<file path="src/rtl/slave_timer_qenc.sv">
`timescale 1ns/1ps
module slave_timer_qenc #(
  parameter int CW    = 16,
  parameter int NTRIG = 4,
  parameter int AW    = 8
) (
  input  logic             clk,
  input  logic             rst_n,
  input  logic [AW-1:0]    bus_addr,
  input  logic             bus_wr,
  input  logic [CW-1:0]    bus_wdata,
  output logic [CW-1:0]    bus_rdata,
  input  logic [NTRIG-1:0] trig_in,
  input  logic             enc_a,
  input  logic             enc_b,
  output logic             wrap_evt
);

  localparam int SW  = $clog2(NTRIG + 1);
  localparam int NIN = NTRIG + 2;
  localparam int IA  = NTRIG;
  localparam int IB  = NTRIG + 1;

  localparam logic [AW-1:0] A_CTRL = AW'(8'h00);
  localparam logic [AW-1:0] A_MODE = AW'(8'h08);
  localparam logic [AW-1:0] A_CNT  = AW'(8'h24);
  localparam logic [AW-1:0] A_ARR  = AW'(8'h2C);

  localparam logic [2:0] M_INT  = 3'd0;
  localparam logic [2:0] M_ENC1 = 3'd1;
  localparam logic [2:0] M_ENC2 = 3'd2;
  localparam logic [2:0] M_ENC3 = 3'd3;
  localparam logic [2:0] M_RST  = 3'd4;
  localparam logic [2:0] M_GATE = 3'd5;
  localparam logic [2:0] M_TSTA = 3'd6;
  localparam logic [2:0] M_TCLK = 3'd7;

  logic [NIN-1:0] s1_q, s2_q, s3_q;
  logic [CW-1:0]  cnt_q, arr_reg, arr_act;
  logic [2:0]     mode_q;
  logic [SW-1:0]  sel_q;
  logic           en_q, dir_q, arpe_q, evt_q;

  logic wr_ctrl, wr_mode, wr_cnt, wr_arr;
  assign wr_ctrl = bus_wr && bus_addr == A_CTRL;
  assign wr_mode = bus_wr && bus_addr == A_MODE;
  assign wr_cnt  = bus_wr && bus_addr == A_CNT;
  assign wr_arr  = bus_wr && bus_addr == A_ARR;

  logic [SW-1:0] wsel;
  logic          attach;
  assign wsel   = bus_wdata[4 +: SW];
  assign attach = wr_mode && wsel != '0 && wsel <= SW'(NTRIG) && wsel != sel_q;

  logic trg_lvl, trg_old, trg_rise;
  always_comb begin
    trg_lvl = 1'b0;
    trg_old = 1'b0;
    for (int i = 0; i < NTRIG; i++)
      if (sel_q == SW'(i + 1)) begin
        trg_lvl = s2_q[i];
        trg_old = s3_q[i];
      end
  end
  assign trg_rise = trg_lvl & ~trg_old;

  logic a_now, b_now, a_chg, b_chg, enc_mode, enc_step, enc_down;
  assign a_now    = s2_q[IA];
  assign b_now    = s2_q[IB];
  assign a_chg    = s2_q[IA] ^ s3_q[IA];
  assign b_chg    = s2_q[IB] ^ s3_q[IB];
  assign enc_mode = mode_q == M_ENC1 || mode_q == M_ENC2 || mode_q == M_ENC3;

  always_comb begin
    enc_step = 1'b0;
    enc_down = dir_q;
    if ((mode_q == M_ENC1 || mode_q == M_ENC3) && b_chg && !a_chg) begin
      enc_step = 1'b1;
      enc_down = a_now ^ b_now;
    end else if ((mode_q == M_ENC2 || mode_q == M_ENC3) && a_chg && !b_chg) begin
      enc_step = 1'b1;
      enc_down = ~(a_now ^ b_now);
    end
  end

  logic step, cnt_dn, reload_hit, wrap;
  logic [CW-1:0] arr_nxt;
  always_comb begin
    case (mode_q)
      M_ENC1, M_ENC2, M_ENC3: step = en_q & enc_step;
      M_GATE:                 step = en_q & trg_lvl;
      M_TCLK:                 step = en_q & trg_rise;
      default:                step = en_q;
    endcase
  end
  assign cnt_dn     = enc_mode ? enc_down : dir_q;
  assign reload_hit = mode_q == M_RST && trg_rise;
  assign wrap       = step && !reload_hit && !wr_cnt &&
                      (cnt_dn ? cnt_q == '0 : cnt_q >= arr_act);
  assign arr_nxt    = arpe_q ? arr_reg : arr_act;

  always_ff @(posedge clk or negedge rst_n) begin
    if (!rst_n) begin
      s1_q    <= '0;
      s2_q    <= '0;
      s3_q    <= '0;
      cnt_q   <= '0;
      arr_reg <= '1;
      arr_act <= '1;
      mode_q  <= M_INT;
      sel_q   <= '0;
      en_q    <= 1'b0;
      dir_q   <= 1'b0;
      arpe_q  <= 1'b0;
      evt_q   <= 1'b0;
    end else begin
      s1_q  <= {enc_b, enc_a, trig_in};
      s2_q  <= s1_q;
      s3_q  <= s2_q;
      evt_q <= wrap;

      if (wr_ctrl)                         en_q <= bus_wdata[0];
      else if (attach)                     en_q <= 1'b1;
      else if (mode_q == M_TSTA && trg_rise) en_q <= 1'b1;

      if (wr_ctrl) arpe_q <= bus_wdata[7];

      if (enc_mode) begin
        if (step) dir_q <= enc_down;
      end else if (wr_ctrl) begin
        dir_q <= bus_wdata[4];
      end

      if (wr_mode) begin
        mode_q <= attach ? M_TCLK : bus_wdata[2:0];
        sel_q  <= wsel;
      end

      if (wr_cnt)          cnt_q <= bus_wdata;
      else if (reload_hit) cnt_q <= dir_q ? arr_act : '0;
      else if (wrap)       cnt_q <= cnt_dn ? arr_nxt : '0;
      else if (step)       cnt_q <= cnt_dn ? cnt_q - 1'b1 : cnt_q + 1'b1;

      if (wr_arr) arr_reg <= bus_wdata;

      if (wr_arr && !arpe_q)   arr_act <= bus_wdata;
      else if (wrap && arpe_q) arr_act <= arr_reg;
    end
  end

  assign wrap_evt = evt_q;

  always_comb begin
    case (bus_addr)
      A_CTRL:  bus_rdata = CW'({arpe_q, 2'b00, dir_q, 3'b000, en_q});
      A_MODE:  bus_rdata = CW'({sel_q, 1'b0, mode_q});
      A_CNT:   bus_rdata = cnt_q;
      A_ARR:   bus_rdata = arr_reg;
      default: bus_rdata = '0;
    endcase
  end

  AST_EVT_AT_LIMIT: assert property (@(posedge clk) disable iff (!rst_n) (evt_q && !$past(wr_arr)) |-> (cnt_q == '0 || cnt_q == arr_act));
  AST_TSEL_AUTO: assert property (@(posedge clk) disable iff (!rst_n) attach |=> (mode_q == M_TCLK && en_q));
  AST_GATE_HOLD: assert property (@(posedge clk) disable iff (!rst_n) (mode_q == M_GATE && !trg_lvl && !wr_cnt) |=> $stable(cnt_q));
  AST_ENC_DIR_RO: assert property (@(posedge clk) disable iff (!rst_n) (enc_mode && !enc_step) |=> $stable(dir_q));
  AST_RST_RELOAD: assert property (@(posedge clk) disable iff (!rst_n) (reload_hit && !wr_cnt) |=> (cnt_q == ($past(dir_q) ? $past(arr_act) : '0)));

endmodule

</file>
<file path="config.mk">
export PLATFORM = sky130hd
export DESIGN_NAME = slave_timer_qenc
export DESIGN_NICKNAME = d
export VERILOG_FILES = /design/src/rtl/slave_timer_qenc.sv
export SDC_FILE = /design/constraint.sdc
export NUM_CORES = 1
export LEC_CHECK = 0
export ABC_AREA = 0
export BUFFER_PORTS_ARGS = -buffer_cell sky130_fd_sc_hd__buf_2
export CAP_MARGIN = 25
export CORE_UTILIZATION = 40
export CTS_CLUSTER_SIZE = 40
export DETAILED_ROUTE_END_ITERATION = 6
export SETUP_SLACK_MARGIN = 0.4
export SKIP_LAST_GASP = 1
export SLEW_MARGIN = 10
export SYNTH_ARGS = -nofsm -noshare
export SYNTH_HDL_FRONTEND = slang
export SYNTH_SLANG_ARGS = --single-unit
</file>
<file path="constraint.sdc">
create_clock -name clk -period 10.2 [get_ports clk]
set_clock_uncertainty 0.15 [all_clocks]
set_input_delay 0.51 -clock clk [delete_from_list [all_inputs] [get_ports clk]]
set_output_delay 0.51 -clock clk [all_outputs]
set_load 0.05 [all_outputs]
</file>
## Word level (Yosys, flattened, before mapping)

Index checks and enable logic that the tools add are counted.

- Muxes and demuxes: 33
- Reductions and logical operators: 36
- Equal/unequal tests: 16
- Shifts and indexed selects: 0
- Divide/modulo/power cells: 0
- Magnitude comparators: 2
- Bitwise logic cells: 9
- $add $sub $neg: 2
- Multipliers: 0

Operator list:

| operator | count |
|---|---|
| $mux 16 | 10 |
| $pmux 16 s4 | 1 |
| $mux 1 | 20 |
| $logic_and 1x1->1 | 18 |
| $add 16x1->16 const B | 1 |
| $eq 8x6->1 const B | 2 |
| $ge 16x16->1 | 1 |
| $logic_not 16->1 | 1 |
| $sub 16x1->16 const B | 1 |
| $eq 3x3->1 const B | 5 |
| $eq 3x2->1 const B | 4 |
| $eq 8x4->1 const B | 1 |
| $logic_not 8->1 | 1 |
| $eq 3x1->1 const B | 2 |
| $reduce_bool 3->1 | 2 |
| $logic_not 1->1 | 5 |
| $and 1x1->1 | 4 |
| $logic_or 1x1->1 | 4 |
| $reduce_bool 2->1 | 2 |
| $reduce_bool 4->1 | 1 |
| $le 3x3->1 const B | 1 |
| $mux 3 | 1 |
| $ne 3x3->1 | 1 |
| $pmux 1 s3 | 1 |
| 5 further kinds | 8 |

- Bits in latches: 0
- Register bits after elaboration: 76
- Output and inout bits: 17
- ROM bits: 0
- Logic and storage cells: 110
- Memories kept: 0
- Memory bits (writable): 0
- Bits of input ports: 33

## Logic depth before layout (Yosys ltp)

Gate-level depths: netlist of run 1.

- Word-level depth: 15
- Gate-level depth with buffers: 15
- Mapped depth without buffers: 14

## Worst setup path before layout of run 1

OpenSTA, ideal clock, no wires.

- Kind: flip-flop to flip-flop
- From: register s2_q[5]
- To: register cnt_q[8]
- Data required time: 9.968 ns
- Arrival: 3.403 ns
- Setup time: 0.082 ns
- Slack: 6.566 ns
- Clock period less this slack: 3.634 ns
- Path buffers: 0
- Stages on the path, launching flop included: 15
- Cell sequence: dfrtp_1 xnor2_1 nand2_1 a2111o_1 a21oi_4 inv_1 ha_1 o211ai_1 a21oi_1 or3b_2 a21o_1 a21oi_1 xnor2_1 nand2_1 a31oi_1

- Longest elaborated chain between the ends: 13
- Elaborated cells between the ends (all ways): 25
- Classes of those cells: 13 x mux; 4 x bitwise; 8 x reduce/logical

Ends and longest elaborated chain:

| element | RTL line | source |
|---|---|---|
| from (decl) | 38 | `logic [NIN-1:0] s1_q, s2_q, s3_q;` |
| from (signal assigned) | 118 | `s2_q <= s1_q;` |
| $xor 1x1->1 | 71 | `assign b_chg = s2_q[IB] ^ s3_q[IB];` |
| $logic_not 1->1 | 80 | `end else if ((mode_q == M_ENC2 \|\| mode_q == M_ENC3) && a_chg && !b_chg) begin` |
| $logic_and 1x1->1 | 80 |  |
| $mux 1 | 80 |  |
| $mux 1 | 77 | `if ((mode_q == M_ENC1 \|\| mode_q == M_ENC3) && b_chg && !a_chg) begin` |
| $and 1x1->1 | 90 | `M_ENC1, M_ENC2, M_ENC3: step = en_q & enc_step;` |
| $pmux 1 s3 | 89 | `case (mode_q)` |
| $logic_and 1x1->1 (3 in series) | 98 | `assign wrap = step && !reload_hit && !wr_cnt &&` |
| $mux 16 | 141 | `else if (wrap) cnt_q <= cnt_dn ? arr_nxt : '0;` |
| $mux 16 | 140 | `else if (reload_hit) cnt_q <= dir_q ? arr_act : '0;` |
| $mux 16 | 139 | `if (wr_cnt) cnt_q <= bus_wdata;` |
| to (signal assigned) | 139 |  |
| to (signal assigned) | 140 |  |
| to (signal assigned) | 141 |  |
| to (decl) | 39 | `logic [CW-1:0] cnt_q, arr_reg, arr_act;` |

Parallel ways exist; a longest one is shown, timed or not. The select of a mux whose other input is x is not followed.
A chain may end at the register's enable or synchronous reset.

## Final worst setup path of run 1

- From: register dir_q
- To: register cnt_q[8]

- Longest elaborated chain between the ends: 8
- Elaborated cells between the ends (all ways): 13
- Classes of those cells: 11 x mux; 2 x reduce/logical

Ends and longest elaborated chain:

| element | RTL line | source |
|---|---|---|
| from (decl) | 42 | `logic en_q, dir_q, arpe_q, evt_q;` |
| from (signal assigned) | 129 | `if (step) dir_q <= enc_down;` |
| from (signal assigned) | 131 | `dir_q <= bus_wdata[4];` |
| $mux 1 | 80 |  |
| $mux 1 | 77 |  |
| $mux 1 | 96 | `assign cnt_dn = enc_mode ? enc_down : dir_q;` |
| $mux 16 or $mux 1 (tied branches) | 142, 99 |  |
| $mux 16 or $logic_and 1x1->1 (tied branches) | 142, 98 |  |
| $mux 16 | 141 |  |
| $mux 16 | 140 |  |
| $mux 16 | 139 |  |

Parallel ways exist; a longest one is shown, timed or not. The select of a mux whose other input is x is not followed.

==> results.sh, run 1 <==
export IMPL_cp_slowest_cell="or3b_2"
export IMPL_yosysMostFrequentCell="nand2_1"
export IMPL_gr_usage_all_layers_pct=25.03
export IMPL_synth_largest_area_cell="dfrtp_1"
export IMPL_detail_route_wl_per_cell_um=19.52
export IMPL_ant_nets=0
export IMPL_synth_edf_count=0
export IMPL_drive_gt1_share_pct=18.26
export IMPL_r2r_cells=14
export IMPL_synth_warnings=0
export IMPL_dieArea_mm2=0.01409
export IMPL_critPathBufInv=2
export IMPL_grt_first_pass_wirelength_um=27140
export IMPL_hold_viol_final=0
export IMPL_finalCritPeriodShare_pct=41.86
export IMPL_clkTransAtPathRegs_ns=0.07
export IMPL_initial_utilization_pct=41.15
export IMPL_overflow=0
export IMPL_netlist_area_mm2=0.005449
export IMPL_crit_reg2reg_capture="cnt_q[8]"
export IMPL_fin_crit_ns=4.270
export IMPL_cp_top_family="compound AO/OA/AOI/OAI gates"
export IMPL_synth_seq_cells=76
export IMPL_root_buffer="clkbuf_16"
export IMPL_tns_ns=0
export IMPL_synth_cell_types=70
export IMPL_dp_hpwl_um=11850
export IMPL_rsz0062_at_grt="no"
export IMPL_cts_tree="yes"
export IMPL_finalCoreUtilization_pct=46.20
export IMPL_ys_seq_area_share_pct=35.64
export IMPL_synthArstFlopShare_pct=100.0
export IMPL_antenna_diode_count=0
export IMPL_tightest_slew_ns=0.7928
export IMPL_startpoint_type="register"
export IMPL_worstPathCellList="inv_1 -> o21ai_0 -> a2111o_1 -> a21oi_4 -> inv_1 -> ha_1 -> o211ai_1 -> a21oi_1 -> or3b_2 -> a21o_1 -> a21oi_1 -> xnor2_1 -> nand2_1 -> a31oi_1"
export IMPL_drc=0
export IMPL_synth_fp_nets=699
export IMPL_max_freq_ghz=0.2342
export IMPL_num_vias=4993
export IMPL_startpoint="dir_q"
export IMPL_grt_max_degree=77
export IMPL_crit_type="reg2reg"
export IMPL_min_delay_start="trig_in[2]"
export IMPL_antenna_found_initial=0
export IMPL_die_w_um=118.7
export IMPL_clock_latency_ns=0.35
export IMPL_path_max_fanout=16
export IMPL_gp_congestion=0.8901
export IMPL_ir_drop_uv=103.4
export IMPL_synth_common_cells="nand2_1, dfrtp_1, nor2_1"
export IMPL_final_nets=729
export IMPL_avgViaCountPerCell=5.916
export IMPL_hold_path_end="s1_q[2]"
export IMPL_h_tree_depth=3
export IMPL_drt_iter0_markers=404
export IMPL_die_h_um=118.7
export IMPL_critPathCaptureType="register"
export IMPL_setup_viol=0
export IMPL_max_stage_delay_ns=0.50
export IMPL_max_cap_violations=0
export IMPL_slew_headroom_pct=47.02
export IMPL_synth_area_leaders="dfrtp_1, dfstp_2, ha_1"
export IMPL_slew_violations=0
export IMPL_core_mm2=0.01324
export IMPL_worst_endpoint_arrival_ns=4.39
export IMPL_r2r_start="dir_q"
export IMPL_worstHoldPathType="in2reg"
export IMPL_cts_path_max_buffers=2
export IMPL_dr_pass1_iters=5
export IMPL_io_buffers=49
export IMPL_post_cts_resized=0
export IMPL_synth_main_ff_cell="dfrtp_1"
export IMPL_syn_avg_cell_area_um2=8.608
export IMPL_routed_wirelength_um=16480
export IMPL_crit_required_ns=10.33
export IMPL_min_path_cells=1
export IMPL_synth_top_area_share_pct=20.21
export IMPL_outcome="complete, no violations"
export IMPL_ff2ff_setup_slack_ns=5.93
export IMPL_power_density_mw_per_mm2=254.4
export IMPL_cts_setup_buffers=0
export IMPL_area_growth_pct=12.28
export IMPL_synthCells=633
export IMPL_rows=42
export IMPL_cts_made_buffers=9
export IMPL_power_leakage_uw=0.002715
export IMPL_clkSinkCount=76
export IMPL_grt_pass1_vias=5018
export IMPL_io_pins=50
-- power breakdown --
part	internal (µW)	total (µW)	switching (µW)
Combinational	303	714	411
Clock	175	330	155
Sequential	397	512	115
Total	875	1560	681
-- logic make-up after synthesis --
group	Yosys count	share of synthesized area [%]
compound gates	192	24.02
flops	76	35.64
mux	25	4.822
buf+inv	65	5.350
simple gates	228	20.21
fa+ha+maj	33	7.715
xor+xnor	14	2.250
-- worst max path at each step --
stage | to | depth (start not counted)
3_3_place_gp | cnt_q[8] | 14
3_5_place_dp | arr_act[7] | 10
4_1_cts | cnt_q[8] | 14
5_1_grt | cnt_q[14] | 14
6_report | cnt_q[8] | 14
2_1_floorplan | cnt_q[8] | 14
-- what timing repair did --
action | CTS | global route
hold buffers | 0 | 1
endpoints found under the hold margin | 0 | 12
setup endpoints to repair | 0 | 0
-- cell usage in the layout (no fill, tap or decap), drive strengths merged, types with 18 or more instances in the layout --
| cell | netlist | layout |
|---|---|---|
| buf | 12 | 55 |
| o21ai | 35 | 35 |
| a21oi | 36 | 36 |
| dfstp | 32 | 32 |
| dfrtp | 44 | 44 |
| inv | 28 | 34 |
| a31oi | 19 | 19 |
| nor2 | 36 | 36 |
| mux2i | 18 | 18 |
| ha | 32 | 32 |
| nand2 | 96 | 96 |
| and2 | 19 | 19 |
-- routing by layer --
metal,part of all wire (%),GRT usage [%],up-vias
met3,5.8,4.633,23
met2,46,40.24,175
met1,46,33.74,2411
li1,-,-,2384
met4,2.0,8.386,0
met5,0,0,-
-- area by class of cell --
type | instances | area (µm²)
fillers | 1319 | 7124
inverters | 28 | 107.6
clock buffers | 9 | 225.2
clock inverters | 7 | 76.32
flip-flops and latches | 76 | 1943
repair buffers | 56 | 330.3
multi-input cells | 492 | 3216
well taps | 176 | 220.2
-- stage by stage --
step	cell area [µm²]	hold slack [ns]	instances	total power, µW	setup slack, ns
after floorplan	5449	0.06441	633	1010	6.566
after global placement	5764	0.1820	825	1201	6.016
after detailed placement	5764	0.1862	825	1221	5.844
after CTS	6066	0.09652	841	1557	5.912
after global routing	6118	0.09052	844	1688	5.495
final	6118	0.1068	844	1557	5.930
Note: power is estimated with default switching activity, not from simulation.
==> inputs of run 2 (changes only) <==
--- a/config.mk
+++ b/config.mk
@@ -5,7 +5,7 @@
 export SDC_FILE = /design/constraint.sdc
 export NUM_CORES = 1
 export LEC_CHECK = 0
-export ABC_AREA = 0
+export ABC_AREA = 1
 export BUFFER_PORTS_ARGS = -buffer_cell sky130_fd_sc_hd__buf_2
 export CAP_MARGIN = 25
 export CORE_UTILIZATION = 40
==> constraint.sdc (replaced) <==
create_clock -name clk -period 3.9 [get_ports clk]
set_clock_uncertainty 0.15 [all_clocks]
set_input_delay 0.195 -clock clk [delete_from_list [all_inputs] [get_ports clk]]
set_output_delay 0.195 -clock clk [all_outputs]
set_load 0.05 [all_outputs]
==> results.sh, run 2 <==
export IMPL_power_density_mw_per_mm2=747.1
export IMPL_combPwrFrac_pct=56.7
export IMPL_startpoint_type="register"
export IMPL_core_mm2=0.01404
export IMPL_synth_largest_area_cell="dfrtp_1"
export IMPL_antenna_diode_count=0
export IMPL_gr_usage_all_layers_pct=24.30
export IMPL_place_ws_ns=0.6120
export IMPL_syn_avg_cell_area_um2=7.094
export IMPL_power_frac_clock_pct=18.0
export IMPL_cts_tree="yes"
export IMPL_hold_viol_final=0
export IMPL_p_sw_share_pct=48.17
export IMPL_dr_pass1_iters=5
export IMPL_synth_area_leaders="dfrtp_1, nand2_1, dfstp_2"
export IMPL_dieArea_mm2=0.01503
export IMPL_met1_usage_pct=35.06
export IMPL_drive_gt1_share_pct=18.43
export IMPL_synth_main_ff_cell="dfrtp_1"
export IMPL_io_buffers=49
export IMPL_fillerInstances=1460
export IMPL_worstHoldPathType="in2async"
export IMPL_grt_max_degree=77
export IMPL_synth_common_cells="nand2_1, inv_1, nor2_1"
export IMPL_crit_type="reg2reg"
export IMPL_grt_met3_usage_pct=4.182
export IMPL_drc=0
export IMPL_synth_top_area_share_pct=18.93
export IMPL_path_max_fanout=17
export IMPL_synthArstFlopShare_pct=100.0
export IMPL_clock_latency_ns=0.35
export IMPL_power_leakage_uw=0.003555
export IMPL_grt_first_pass_wirelength_um=27510
export IMPL_die_h_um=122.6
export IMPL_overflow=0
export IMPL_crit_required_ns=4.00
export IMPL_ant_nets=0
export IMPL_gp_congestion=0.9089
export IMPL_die_w_um=122.6
export IMPL_multi_input_area_mm2=0.003309
export IMPL_ys_seq_area_share_pct=33.38
export IMPL_finalCritPeriodShare_pct=81.80
export IMPL_h_tree_depth=3
export IMPL_final_area_mm2=0.006759
export IMPL_slew_violations=0
export IMPL_final_cell_mix="nand2_1, inv_1, nor2_1"
export IMPL_p_int_uw=2617
export IMPL_io_pins=50
export IMPL_grt_busiest_layer="met2"
export IMPL_root_buffer="clkbuf_16"
export IMPL_detail_route_wl_per_cell_um=15.94
export IMPL_avgViaCountPerCell=5.225
export IMPL_clkSinkCount=76
export IMPL_regArea_mm2=0.001942
export IMPL_final_nets=951
export IMPL_cts_path_max_buffers=2
export IMPL_rsz0062_at_grt="no"
export IMPL_synth_warnings=0
export IMPL_rows=43
export IMPL_netlist_area_mm2=0.005817
export IMPL_worst_endpoint_arrival_ns=3.29
export IMPL_ir_drop_uv=340.8
export IMPL_power_uw=5050
export IMPL_grt_pass1_vias=5111
export IMPL_max_cap_violations=0
export IMPL_yosysMostFrequentCell="nand2_1"
export IMPL_synth_fp_nets=886
export IMPL_critPathCaptureType="register"
export IMPL_num_vias=5591
export IMPL_layout_commonest_cell="nand2_1"
export IMPL_routed_wirelength_um=17060
export IMPL_slew_headroom_pct=55.08
export IMPL_setup_viol=0
export IMPL_tns_ns=0
export IMPL_synth_cell_types=50
export IMPL_clkTransAtPathRegs_ns=0.07
export IMPL_setup_slack_ns=0.7099
export IMPL_dp_hpwl_um=12490
export IMPL_max_freq_ghz=0.3135
export IMPL_place_area_mm2=0.006175
export IMPL_cts_made_buffers=9
export IMPL_seq_power_share_pct=25.2
export IMPL_antenna_found_initial=0
export IMPL_grtUsageMet2_pct=37.11
export IMPL_initial_utilization_pct=41.42
export IMPL_outcome="complete, no violations"
export IMPL_tightest_slew_ns=0.6730
export IMPL_drt_iter0_markers=409
export IMPL_area_growth_pct=16.20
export IMPL_synth_edf_count=0
export IMPL_synthCells=820
export IMPL_switchingPower_uw=2433
export IMPL_fin_crit_ns=3.190
export IMPL_synth_seq_cells=76
==> run 2: cell types whose count changed after synthesis, moves of 15 or more <==
cell	previous run	this run
o21ai_0	35	59
nand2_1	96	232
a31oi_1	19	0
nor2_1	36	67
and2_1	18	1
a21oi_1	35	51
clkbuf_1	25	10
a211oi_1	15	0
mux2i_1	18	0
nand3_1	12	56
inv_1	27	97
==> run 2: final cells by class <==
cell class / count / area share, %
clock inverters: 7 / 1.277
flip-flops and latches: 76 / 28.73
multi-input cells: 613 / 48.96
clock buffers: 9 / 3.332
inverters: 105 / 5.998
well taps: 180 / 3.332
repair buffers: 80 / 8.367
==> run 2: power groups by stage <==
stage               registers, µW  clock network, µW  logic (µW)
global placement             1280                  0        2760
finish                       1270                911        2870
floorplan                    1220                  0        2150
global route                 1300                956        3260
CTS                          1270                928        2790
detailed placement           1280                  0        2760
==> run 2: worst paths after layout <==
path                                    end     startpoint  slack [ns]  cells after the start
worst min register to register      s2_q[2]        s1_q[2]        0.20                      0
max in group asynchronous        arr_act[3]          rst_n        2.86                      3
min in group clk                arr_reg[10]  bus_wdata[10]        0.10                      3
worst max register to register    cnt_q[10]      mode_q[1]        0.71                     20
worst max-delay path              cnt_q[10]      mode_q[1]        0.71                     20
worst min-delay path                s3_q[2]          rst_n         0.1                      2
==> run 2: per-stage QoR <==
step	cells	utilization, %	hold WS, ns
2_1_floorplan	820	-	-0.2506
3_3_place_gp	1030	43.97	0.1532
3_5_place_dp	1030	43.97	0.1543
4_1_cts	1067	47.69	0.09397
5_1_grt	1070	48.13	0.1084
6_report	1070	48.13	0.09535
==> run 2: critical path: stages, from the launching register on <==
cell,delay [ns]
dfrtp_1,0.44
inv_1,0.09
nor2_2,0.15
nand3_1,0.12
nand2_1,0.07
nand3_1,0.12
nand2_1,0.16
clkinvlp_4,0.12
buf_12,0.16
ha_1,0.34
a21oi_1,0.22
o21ai_0,0.14
a21oi_1,0.24
o21bai_1,0.11
xor2_1,0.14
nand2_1,0.07
nand2_1,0.05
nand2_1,0.05
nand2_1,0.05
nand2_1,0.06
nand2_1,0.05
==> run 2: layer usage <==
| layer | vias to the layer above | routed length [µm] |
|---|---|---|
| met5 | - | 0 |
| met4 | 0 | 274 |
| met3 | 18 | 914 |
| met2 | 165 | 7453 |
| met1 | 2602 | 8413 |
| li1 | 2806 | - |
==> run 2: logic make-up (layout without fill, tap and decap cells) <==
family / count (synthesis) / count (layout) / share of synthesized area (%)
compound gates: 154 / 154 / 15.27
xor+xnor: 14 / 14 / 2.108
fa+ha+maj: 33 / 33 / 7.227
buf+inv: 131 / 201 / 9.787
flops: 76 / 76 / 33.38
simple gates: 412 / 412 / 32.22
==> run 2: what timing repair did <==
| item | in CTS | in global routing |
|---|---|---|
| setup buffers | 0 | 2 |
| hold endpoints to repair | 64 | 0 |
| gates resized for setup | 0 | 2 |
| setup endpoints to repair | 0 | 8 |
| hold buffers | 21 | 0 |
